==> src/rtl/ptw_pkg.sv <==
`timescale 1ns/1ps
// Shared types and constants for the page table walker.
// Assumes 32-bit entries and a 32-bit virtual / 36-bit physical space.
package ptw_pkg;
    localparam int ENT_W    = 32;
    localparam int VA_W     = 32;
    localparam int PA_W     = 36;
    localparam int FAULT_W  = 10;
    localparam int REF_BIT  = 5;
    localparam int MOD_BIT  = 6;

    typedef enum logic [1:0] {
        KIND_INVALID = 2'd0,
        KIND_TABLE   = 2'd1,
        KIND_LEAF    = 2'd2,
        KIND_RSVD    = 2'd3
    } ent_kind_e;

    typedef enum logic [1:0] {
        ACT_DESCEND = 2'd0,
        ACT_LEAF    = 2'd1,
        ACT_FAULT   = 2'd2
    } walk_act_e;

    typedef enum logic [2:0] {
        ST_IDLE, ST_READ, ST_WAIT, ST_WBACK, ST_DONE
    } walk_st_e;

    localparam logic [2:0] FT_INVALID = 3'd1;
    localparam logic [2:0] FT_XLATE   = 3'd4;

    // Pack level and cause into the response fault word.
    function automatic logic [FAULT_W-1:0] mk_fault(input logic [1:0] lvl,
                                                    input logic [2:0] cause);
        return {lvl, 3'b000, cause, 2'b00};
    endfunction
endpackage

==> src/rtl/ptw_entry_eval.sv <==
`timescale 1ns/1ps
// Classifies a fetched entry at a given level: descend, leaf or fault.
// Also forms the status-updated leaf and says whether it must be written.
// Assumes level 0 is the context table and level 3 the last table.
module ptw_entry_eval
    import ptw_pkg::*;
(
    input  logic [ENT_W-1:0] entry,
    input  logic [1:0]       level,
    input  logic             is_write,
    output walk_act_e        act,
    output logic [2:0]       cause,
    output logic             need_wb,
    output logic [ENT_W-1:0] upd_entry
);
    ent_kind_e kind;
    assign kind = ent_kind_e'(entry[1:0]);

    // Decide the walk step from the entry kind and the level.
    always_comb begin
        act   = ACT_FAULT;
        cause = FT_XLATE;
        unique case (kind)
            KIND_INVALID: cause = FT_INVALID;
            KIND_TABLE:   if (level != 2'd3) act = ACT_DESCEND;
            KIND_LEAF:    if (level != 2'd0) act = ACT_LEAF;
            default:      cause = FT_XLATE;
        endcase
    end

    // Set referenced always, modified on writes; flag a needed write-back.
    always_comb begin
        upd_entry          = entry;
        upd_entry[REF_BIT] = 1'b1;
        if (is_write) upd_entry[MOD_BIT] = 1'b1;
        need_wb = !entry[REF_BIT] || (is_write && !entry[MOD_BIT]);
    end
endmodule

==> src/rtl/ptw_addr_gen.sv <==
`timescale 1ns/1ps
// Forms table read addresses and the final physical address.
// step_level 0 selects the context slot; 1..3 index the next table from
// a descriptor. leaf_level 1..3 selects the offset width of a leaf.
module ptw_addr_gen
    import ptw_pkg::*;
#(
    parameter int CTX_W = 8
) (
    input  logic [31:0]      root_ptr,
    input  logic [CTX_W-1:0] ctx,
    input  logic [VA_W-1:0]  vaddr,
    input  logic [29:0]      desc_hi,
    input  logic [1:0]       step_level,
    input  logic [23:0]      leaf_ppn,
    input  logic [1:0]       leaf_level,
    output logic [PA_W-1:0]  tbl_addr,
    output logic [PA_W-1:0]  leaf_paddr
);
    localparam int IDX1_W = 8;
    localparam int IDX_W  = 6;

    logic [PA_W-1:0] next_base;
    logic [PA_W-1:0] ctx_slot;
    assign next_base = {desc_hi, 6'b0};
    assign ctx_slot  = PA_W'({ctx, 2'b00});

    // Address of the entry read at the requested step.
    always_comb begin
        unique case (step_level)
            2'd0: tbl_addr = {root_ptr, 4'b0} + ctx_slot;
            2'd1: tbl_addr = next_base + PA_W'({vaddr[31 -: IDX1_W], 2'b00});
            2'd2: tbl_addr = next_base + PA_W'({vaddr[23 -: IDX_W], 2'b00});
            default: tbl_addr = next_base + PA_W'({vaddr[17 -: IDX_W], 2'b00});
        endcase
    end

    // Leaf base plus the in-region offset chosen by the leaf level.
    always_comb begin
        unique case (leaf_level)
            2'd1:    leaf_paddr = {leaf_ppn, 12'b0} + PA_W'(vaddr[23:0]);
            2'd2:    leaf_paddr = {leaf_ppn, 12'b0} + PA_W'(vaddr[17:0]);
            default: leaf_paddr = {leaf_ppn, 12'b0} + PA_W'(vaddr[11:0]);
        endcase
    end
endmodule

==> src/rtl/ptw_walker.sv <==
`timescale 1ns/1ps
// Page table walker top: accepts one request at a time, walks the
// context table and up to three table levels, writes back status bits
// on the leaf when needed, and returns a one-cycle response.
// Assumes memory answers each accepted read exactly once.
module ptw_walker
    import ptw_pkg::*;
#(
    parameter int CTX_W = 8
) (
    input  logic             clk,
    input  logic             rst_n,
    input  logic             cfg_enable,
    input  logic [31:0]      cfg_root,
    input  logic [CTX_W-1:0] cfg_ctx,
    input  logic             req_valid,
    input  logic [VA_W-1:0]  req_vaddr,
    input  logic             req_write,
    output logic             busy,
    output logic             mem_req_valid,
    input  logic             mem_req_ready,
    output logic             mem_req_write,
    output logic [PA_W-1:0]  mem_req_addr,
    output logic [ENT_W-1:0] mem_req_wdata,
    input  logic             mem_rsp_valid,
    input  logic [ENT_W-1:0] mem_rsp_rdata,
    output logic             rsp_valid,
    output logic [PA_W-1:0]  rsp_paddr,
    output logic [ENT_W-1:0] rsp_pte,
    output logic [FAULT_W-1:0] rsp_fault
);
    walk_st_e          st;
    logic [VA_W-1:0]   va_q;
    logic              wr_q;
    logic [1:0]        lvl_q;
    logic [PA_W-1:0]   addr_q;
    logic [PA_W-1:0]   paddr_q;
    logic [ENT_W-1:0]  pte_q;
    logic [FAULT_W-1:0] fault_q;

    walk_act_e         act;
    logic [2:0]        cause;
    logic              need_wb;
    logic [ENT_W-1:0]  upd_entry;
    logic [1:0]        step_level;
    logic [PA_W-1:0]   tbl_addr;
    logic [PA_W-1:0]   leaf_paddr;

    // Context slot while idle, otherwise the level below the current one.
    assign step_level = (st == ST_IDLE) ? 2'd0 : lvl_q + 2'd1;

    ptw_entry_eval u_eval (
        .entry     (mem_rsp_rdata),
        .level     (lvl_q),
        .is_write  (wr_q),
        .act       (act),
        .cause     (cause),
        .need_wb   (need_wb),
        .upd_entry (upd_entry)
    );

    ptw_addr_gen #(.CTX_W(CTX_W)) u_addr (
        .root_ptr   (cfg_root),
        .ctx        (cfg_ctx),
        .vaddr      (va_q),
        .desc_hi    (mem_rsp_rdata[31:2]),
        .step_level (step_level),
        .leaf_ppn   (mem_rsp_rdata[31:8]),
        .leaf_level (lvl_q),
        .tbl_addr   (tbl_addr),
        .leaf_paddr (leaf_paddr)
    );

    // Walk sequencer and response registers.
    always_ff @(posedge clk) begin
        if (!rst_n) begin
            st      <= ST_IDLE;
            va_q    <= '0;
            wr_q    <= 1'b0;
            lvl_q   <= 2'd0;
            addr_q  <= '0;
            paddr_q <= '0;
            pte_q   <= '0;
            fault_q <= '0;
        end else begin
            unique case (st)
                ST_IDLE: if (req_valid) begin
                    va_q <= req_vaddr;
                    wr_q <= req_write;
                    if (cfg_enable) begin
                        lvl_q  <= 2'd0;
                        addr_q <= tbl_addr;
                        st     <= ST_READ;
                    end else begin
                        paddr_q <= PA_W'(req_vaddr);
                        pte_q   <= '0;
                        fault_q <= '0;
                        st      <= ST_DONE;
                    end
                end
                ST_READ: if (mem_req_ready) st <= ST_WAIT;
                ST_WAIT: if (mem_rsp_valid) begin
                    unique case (act)
                        ACT_DESCEND: begin
                            lvl_q  <= lvl_q + 2'd1;
                            addr_q <= tbl_addr;
                            st     <= ST_READ;
                        end
                        ACT_LEAF: begin
                            paddr_q <= leaf_paddr;
                            pte_q   <= upd_entry;
                            fault_q <= '0;
                            st      <= need_wb ? ST_WBACK : ST_DONE;
                        end
                        default: begin
                            paddr_q <= '0;
                            pte_q   <= mem_rsp_rdata;
                            fault_q <= mk_fault(lvl_q, cause);
                            st      <= ST_DONE;
                        end
                    endcase
                end
                ST_WBACK: if (mem_req_ready) st <= ST_DONE;
                default: st <= ST_IDLE;
            endcase
        end
    end

    // Port drives derived from the state and held registers.
    assign busy          = (st != ST_IDLE);
    assign mem_req_valid = (st == ST_READ) || (st == ST_WBACK);
    assign mem_req_write = (st == ST_WBACK);
    assign mem_req_addr  = addr_q;
    assign mem_req_wdata = pte_q;
    assign rsp_valid     = (st == ST_DONE);
    assign rsp_paddr     = paddr_q;
    assign rsp_pte       = pte_q;
    assign rsp_fault     = fault_q;
endmodule

==> config.mk <==
export PLATFORM = sky130hd
export DESIGN_NAME = ptw_walker
export DESIGN_NICKNAME = d
export VERILOG_FILES = /design/src/rtl/ptw_pkg.sv /design/src/rtl/ptw_entry_eval.sv /design/src/rtl/ptw_addr_gen.sv /design/src/rtl/ptw_walker.sv
export SDC_FILE = /design/constraint.sdc
export NUM_CORES = 1
export LEC_CHECK = 0
export ABC_AREA = 1
export BUFFER_PORTS_ARGS = -buffer_cell sky130_fd_sc_hd__buf_2
export CAP_MARGIN = 40
export CORE_UTILIZATION = 58
export CTS_BUF_LIST = sky130_fd_sc_hd__clkbuf_16
export DETAILED_ROUTE_END_ITERATION = 16
export GPL_TIMING_DRIVEN = 1
export HOLD_SLACK_MARGIN = 0.02
export PLACE_DENSITY = 0.87
export RECOVER_POWER = 25
export SETUP_SLACK_MARGIN = 0.2
export SYNTH_ARGS = -nofsm -noshare
export SYNTH_HDL_FRONTEND = slang
export SYNTH_SLANG_ARGS = --single-unit
==> constraint.sdc <==
create_clock -name clk -period 6.3 [get_ports clk]
set_clock_uncertainty 0.05 [all_clocks]
set_input_delay 1.26 -clock clk [delete_from_list [all_inputs] [get_ports clk]]
set_output_delay 1.26 -clock clk [all_outputs]
set_load 0.05 [all_outputs]
==> metrics, run 1 <==
FP Rows=45; Crit. Startpoint=lvl_q[0]; Final setup viols=0; Synth Area in XOR/XNOR=0.470%; DP HPWL=25.0 mm; Iteration-0 DRC Markers=1091; switching part of the total=44.2%; Mapped Cells=1462; clock share of power=29.7%; via count=10800; Mapped Area=9320 um^2; GRT Total Usage=38.8%; fin area=10900 um^2; # hold bufs at CTS=0; # port buffers=252; complex-gate fraction of the synthesized area=19.2%; Initial Util=60.4%; mux cell area share after synthesis=0%; switching power=1.52 mW; Util after Layout=70.6%; CTS clk-pin slew, worst paths=0.07 ns; Ys Warns=0; DRC violations left=0; core box area=15400 um^2; CTS root buf=clkbuf_16; drt total wl=32.6 mm; CTS tree=built; Area contributors post-synth=dfxtp_1, nand2_1, a21oi_1, nand3_1, o21ai_0; internal power=1.92 mW; Ports=261; area leader, netlist=dfxtp_1; Worst Path Arrival=4.70 ns; Top FF cell, synth=dfxtp_1; latest clock arrival within the worst-skew pair=0.44 ns; Setup WS post-layout=1.89 ns; Crit Path Class=reg -> reg; LEAKAGE=5.12 nW; CP required=6.59 ns; post-layout power=3.45 mW; Max Clk Rate=227 MHz; failing checks=capacitance limit, slew limit; Worst Path Max Fanout=32; Initial DRT Pass Iterations=7; Synth top area share=30.9%; final worst-path cycle share=70.0%; Mapped Avg Cell Area=6.38 um^2; post-synthesis simple-gate area fraction=32.2%; Seq pwr share=32.2%; number of max-cap violations=1; worst slew pin tran=1.60 ns; P&R area growth vs syn=16.9%; FF-to-FF Start=lvl_q[0]; Rel. slew slack=-6.41%; CTS Buf Count=17; DP Area=10400 um^2; Post-synth ARST share=0%; max-slew violations=41; RSZ-0062 raised after global routing=false; first-pass GRT wire length=49.4 mm; count leader, synth=nand2_1; min Tclk post-route=4.41 ns; hold_sp=va_q[31]; largest net degree at the start of global routing=59; status=finished with violations; drt wl/cell=17.4 um; Post-Layout Cell Count=1868; Final nets=1789; setup TNS=0 ns; Setup crit end kind=flip-flop; peak supply drop=0.266 mV; clock buffer depth=2; die area=16600 um^2; Worst setup SP type=flip-flop; dpl cells=1836; sequential element share of the synthesized area=30.9%; Setup Slack @ Placement=1.98 ns; gr ovfl total=0; Hold Path Class=reg -> reg; post-synthesis cell type count=44; number of synthesized register bits=144; Synth Area in Adders=4.80%; largest family of logic cells by synthesized area=simple AND/OR/NAND/NOR gates; chip width=129 um; initial antenna violation count=1; Post-CTS Setup Bufs=0; EDFF count, synth=0; H-tree depth=4; Hold WS=0.405 ns; RD Place Congestion=0.999; DIE HEIGHT=129 um; fillers=1409; diode count=0; P per Cell Area=316 nW/um^2; vias in the first global route=9376; share of layout cells above drive strength 1=16.1%; post_cts resized=0; final antenna-violating net count=0; combinational power share=38.1%; Vias/cell=5.79; Fin. Hold Viols=0; most common library cells after synthesis=nand2_1, a21oi_1, nand3_1; Clock Sinks=144
worst paths after layout:
check	to	slack [ns]	depth (start not counted)
worst max-delay path	mem_req_addr[34]	1.89	22
worst min-delay path	va_q[31]	0.40	2
worst max register to register	mem_req_addr[34]	1.89	22
worst min register to register	va_q[31]	0.40	2
power by group through the flow:
stage / clock (mW) / sequential, mW / combinational [mW]
finish: 1.02 / 1.11 / 1.31
global placement: 0 / 1.12 / 1.27
detailed placement: 0 / 1.12 / 1.30
global route: 1.06 / 1.12 / 1.41
floorplan: 0 / 1.43 / 0.665
CTS: 1.02 / 1.11 / 1.31
cells by family (layout without fill, tap and decap cells):
family	count (synthesis)	after routing
simple gates	695	695
fa+ha+maj	34	34
other cells	1	8
xor+xnor	5	5
compound gates	338	338
flops	144	144
buf+inv	245	433
worst max-delay path: stages, from the launching register on:
cell and delay (ns):
dfxtp_1 0.45, inv_1 0.15, ha_1 0.30, buf_4 0.30
inv_2 0.22, nor2_4 0.21, inv_1 0.06, ha_1 0.34
a21oi_1 0.06, a22oi_1 0.18, ha_1 0.22, inv_1 0.06
fa_1 0.35, inv_1 0.09, nand3_1 0.07, nand2_1 0.18
nand3_1 0.23, nor3_1 0.38, nand3_1 0.12, nand3_1 0.10
nand3_1 0.08, nand2_1 0.08, inv_1 0.04
cell usage in the layout, fill, tap and decap left out, types with 7 or more instances in the layout:
master / synthesis / final
a21oi_1: 178 / 178
a31oi_1: 25 / 25
buf_2: 20 / 202
clkbuf_1: 29 / 51
clkbuf_16: 0 / 17
conb_1: 1 / 8
dfxtp_1: 144 / 144
ha_1: 31 / 31
inv_1: 130 / 130
inv_2: 9 / 9
nand2_1: 353 / 353
nand3_1: 153 / 153
nand4_1: 27 / 27
nor2_1: 124 / 124
nor3_1: 13 / 13
o21ai_0: 102 / 102
o22ai_1: 7 / 7
or2_2: 7 / 7
state kept, by name (all words and copies together), names as in the netlist:
register / cells
mem_req_wdata: 32
st: 3
rsp_paddr: 36
va_q: 32
wr_q: 1
lvl_q: 2
rsp_fault: 4
mem_req_addr: 34
per-layer routing:
metal	up-vias	GRT usage, %	wire length, um
met5	-	0	11
met4	2	13.4	934
met3	80	8.23	3400
met2	621	60.4	14400
met1	4904	53.3	13800
li1	5203	-	-
final cells by class:
| class | instances | area [um^2] | area share (%) |
|---|---|---|---|
| Clock buffer | 17 | 425 | 3.90 |
| Multi-Input combinational cell | 1080 | 5320 | 48.8 |
| Tap cell | 211 | 264 | 2.42 |
| Clock inverter | 15 | 173 | 1.58 |
| Sequential cell | 144 | 2880 | 26.4 |
| Inverter | 141 | 532 | 4.88 |
| Timing Repair Buffer | 260 | 1300 | 11.9 |
(Power assumes the default switching activity.)
==> run 2, diff against run 1 <==
Settings changed: CORE_UTILIZATION 58 to 48, PLACE_DENSITY 0.87 to 0.77.
Clock period 6.3 ns to 3.8 ns, I/O delays scaled along.
==> run 2 against run 1 <==
The flow now finishes without violations; register-to-register slack worse by 1.5 ns; clock power grew 62%; sequential power increased by 66%; cell area grew 1.1%; combinational power increased by 68%; die area up 21%; sequential share of layout area is 0.27 points lower; hold slack gained 0.0018 ns; first-iteration DRC count down 6.9%; critical path depth unchanged; cell count is 3.2% higher; non-clock buffer count is 11 higher.
==> metrics, run 2 (same netlist as run 1, synthesis figures left out) <==
min Tclk post-route=3.41 ns (was 4.41 ns); number of max-cap violations=0 (was 1); P per Cell Area=517 nW/um^2 (was 316 nW/um^2); largest net degree at the start of global routing=68 (was 59); most common cell after layout, fill and taps aside=nand2_1 (unchanged); Vias/cell=5.50 (was 5.79); fillers=1913 (was 1409); worst slew pin tran=0.952 ns (was 1.60 ns); share of layout cells above drive strength 1=16.4% (was 16.1%); kind of cell adding the most delay to the critical path=adder cells (was simple AND/OR/NAND/NOR gates); latest clock arrival within the worst-skew pair=0.43 ns (was 0.44 ns); DP HPWL=25.2 mm (was 25.0 mm); DIE HEIGHT=141 um (was 129 um); Ports=261 (unchanged); Max stage delay cell, worst path=fa_1 (was dfxtp_1); Initial DRT Pass Iterations=5 (was 7); Final setup viols=0 (unchanged); max-slew violations=0 (was 41); # hold bufs at CTS=0 (unchanged); RSZ-0062 raised after global routing=false (unchanged); diode count=0 (unchanged); CTS clk-pin slew, worst paths=0.06 ns (was 0.07 ns); CTS tree=built (unchanged); drt total wl=32.6 mm (about the same); CTS root buf=clkbuf_16 (unchanged); status=finished clean (was finished with violations); clock buffer depth=2 (unchanged); Largest register FFs=36 (unchanged); DRC violations left=0 (unchanged); vias in the first global route=9290 (was 9376); Hold Path Class=reg -> reg (unchanged); Iteration-0 DRC Markers=1016 (was 1091); switching power=2.50 mW (was 1.52 mW); CP Cell Sequence=inv_1 > ha_1 > inv_2 > nor2_4 > inv_1 > ha_4 > a21oi_1 > a22oi_1 > ha_2 > inv_1 > fa_1 > inv_2 > nand3_1 > nand2_2 > nand4_1 > nor2_2 > nand3_1 > nand2_1 > nand3_1 > nand3_1 > nand2_1 > inv_1 (was inv_1 > ha_1 > buf_4 > inv_2 > nor2_4 > inv_1 > ha_1 > a21oi_1 > a22oi_1 > ha_1 > inv_1 > fa_1 > inv_1 > nand3_1 > nand2_1 > nand3_1 > nor3_1 > nand3_1 > nand3_1 > nand3_1 > nand2_1 > inv_1); Max stage delay on crit path=0.37 ns (was 0.45 ns); initial antenna violation count=1 (unchanged); CP required=4.13 ns (was 6.59 ns); fin area=11000 um^2 (was 10900 um^2); Clock Sinks=144 (unchanged); chip width=141 um (was 129 um); gr ovfl total=0 (unchanged); Final nets=1800 (was 1789); CTS Buf Count=17 (unchanged); clock share of power=29.1% (was 29.7%); Seq pwr share=32.3% (was 32.2%); final antenna-violating net count=0 (unchanged); switching part of the total=43.9% (was 44.2%); Crit Path Class=reg -> reg (unchanged); combinational power share=38.7% (was 38.1%); Worst setup SP type=flip-flop (unchanged); Worst Path Max Fanout=5 (was 32); final worst-path cycle share=89.8% (was 70.0%); first-pass GRT wire length=49.7 mm (was 49.4 mm); Setup crit end kind=flip-flop (unchanged); via count=10600 (was 10800); H-tree depth=4 (unchanged); R2R Setup Slk=0.39 ns (was 1.89 ns); GRT Total Usage=32.3% (was 38.8%); Max Clk Rate=293 MHz (was 227 MHz); # port buffers=252 (unchanged); commonest non-fill, non-tap cells in the layout=nand2_1, buf_2, a21oi_1 (unchanged); internal power=3.19 mW (was 1.92 mW); setup TNS=0 ns (unchanged); drt wl/cell=16.9 um (was 17.4 um); RD Place Congestion=0.980 (was 0.999); core box area=18900 um^2 (was 15400 um^2); Fin. Hold Viols=0 (unchanged); Initial Util=49.3% (was 60.4%); P&R area growth vs syn=18.2% (was 16.9%); peak supply drop=0.419 mV (was 0.266 mV); LEAKAGE=5.12 nW (about the same); Worst Path Buf+Inv=6 (was 7); FP Rows=50 (was 45); die area=20000 um^2 (was 16600 um^2); Worst Path Arrival=3.74 ns (was 4.70 ns); DP Area=10500 um^2 (was 10400 um^2); Rel. slew slack=36.5% (was -6.41%)
[run 2: cell count changes in the layout (fill, tap and decap cells not counted), moves of 2 or more]
cell | before | now
buf_2 | 202 | 192
buf_4 | 4 | 16
clkbuf_1 | 51 | 61
clkinv_8 | 2 | 0
ha_1 | 31 | 29
[run 2: final timing paths]
kind,from,endpoint,depth (start not counted)
worst max-delay path,lvl_q[0],mem_req_addr[34],22
worst min-delay path,va_q[24],va_q[24],2
worst max register to register,lvl_q[0],mem_req_addr[34],22
worst min register to register,va_q[24],va_q[24],2
[run 2: repair_timing]
| action | in CTS | in global routing |
|---|---|---|
| cloned | 0 | 0 |
| pin swaps | 0 | 5 |
| resized for setup | 1 | 8 |
| buffers inserted | 0 | 2 |
| endpoints found under the setup margin | 3 | 10 |
[run 2: power groups by stage]
stage / Combinational, mW / Sequential (mW) / Clock (mW)
2_1_floorplan: 1.10 / 2.37 / 0
3_3_place_gp: 2.16 / 1.87 / 0
3_5_place_dp: 2.18 / 1.86 / 0
4_1_cts: 2.19 / 1.83 / 1.67
5_1_grt: 2.38 / 1.85 / 1.74
6_report: 2.20 / 1.84 / 1.65
[run 2: stage by stage]
step | utilization (%) | hold WS, ns | worst slack [ns] | instances | total power, mW
2_1_floorplan | - | 0.380 | 0.350 | 1469 | 3.47
3_3_place_gp | 55.5 | 0.393 | 0.260 | 1894 | 4.03
3_5_place_dp | 55.5 | 0.397 | 0.166 | 1894 | 4.05
4_1_cts | 58.5 | 0.406 | 0.241 | 1925 | 5.70
5_1_grt | 58.3 | 0.424 | 0.124 | 1927 | 5.97
6_report | 58.3 | 0.407 | 0.386 | 1927 | 5.69
[run 2: area by class of cell]
| cell class | count | area, um^2 | share of cell area (%) |
|---|---|---|---|
| Inverter | 141 | 532 | 4.83 |
| Tap cell | 260 | 325 | 2.95 |
| Clock buffer | 17 | 425 | 3.86 |
| Timing Repair Buffer | 271 | 1350 | 12.3 |
| Multi-Input combinational cell | 1080 | 5350 | 48.6 |
| Sequential cell | 144 | 2880 | 26.2 |
| Clock inverter | 14 | 148 | 1.34 |
[run 2: per-layer routing]
layer  vias up  wire length (um)  GRT usage, %
li1       5214                 -             -
met2       488             14100          49.4
met1      4835             14600          45.1
met4         0               924          11.2
met5         -                 0             0
met3        63              2890          6.21
[run 2: worst min-delay path: cells and delay by family (launching register included)]
kind | cells | cell delay [ns]
DFF | 1 | 0.30
AOI/OAI and AO/OA | 1 | 0.05
buffers and inverters | 1 | 0.06
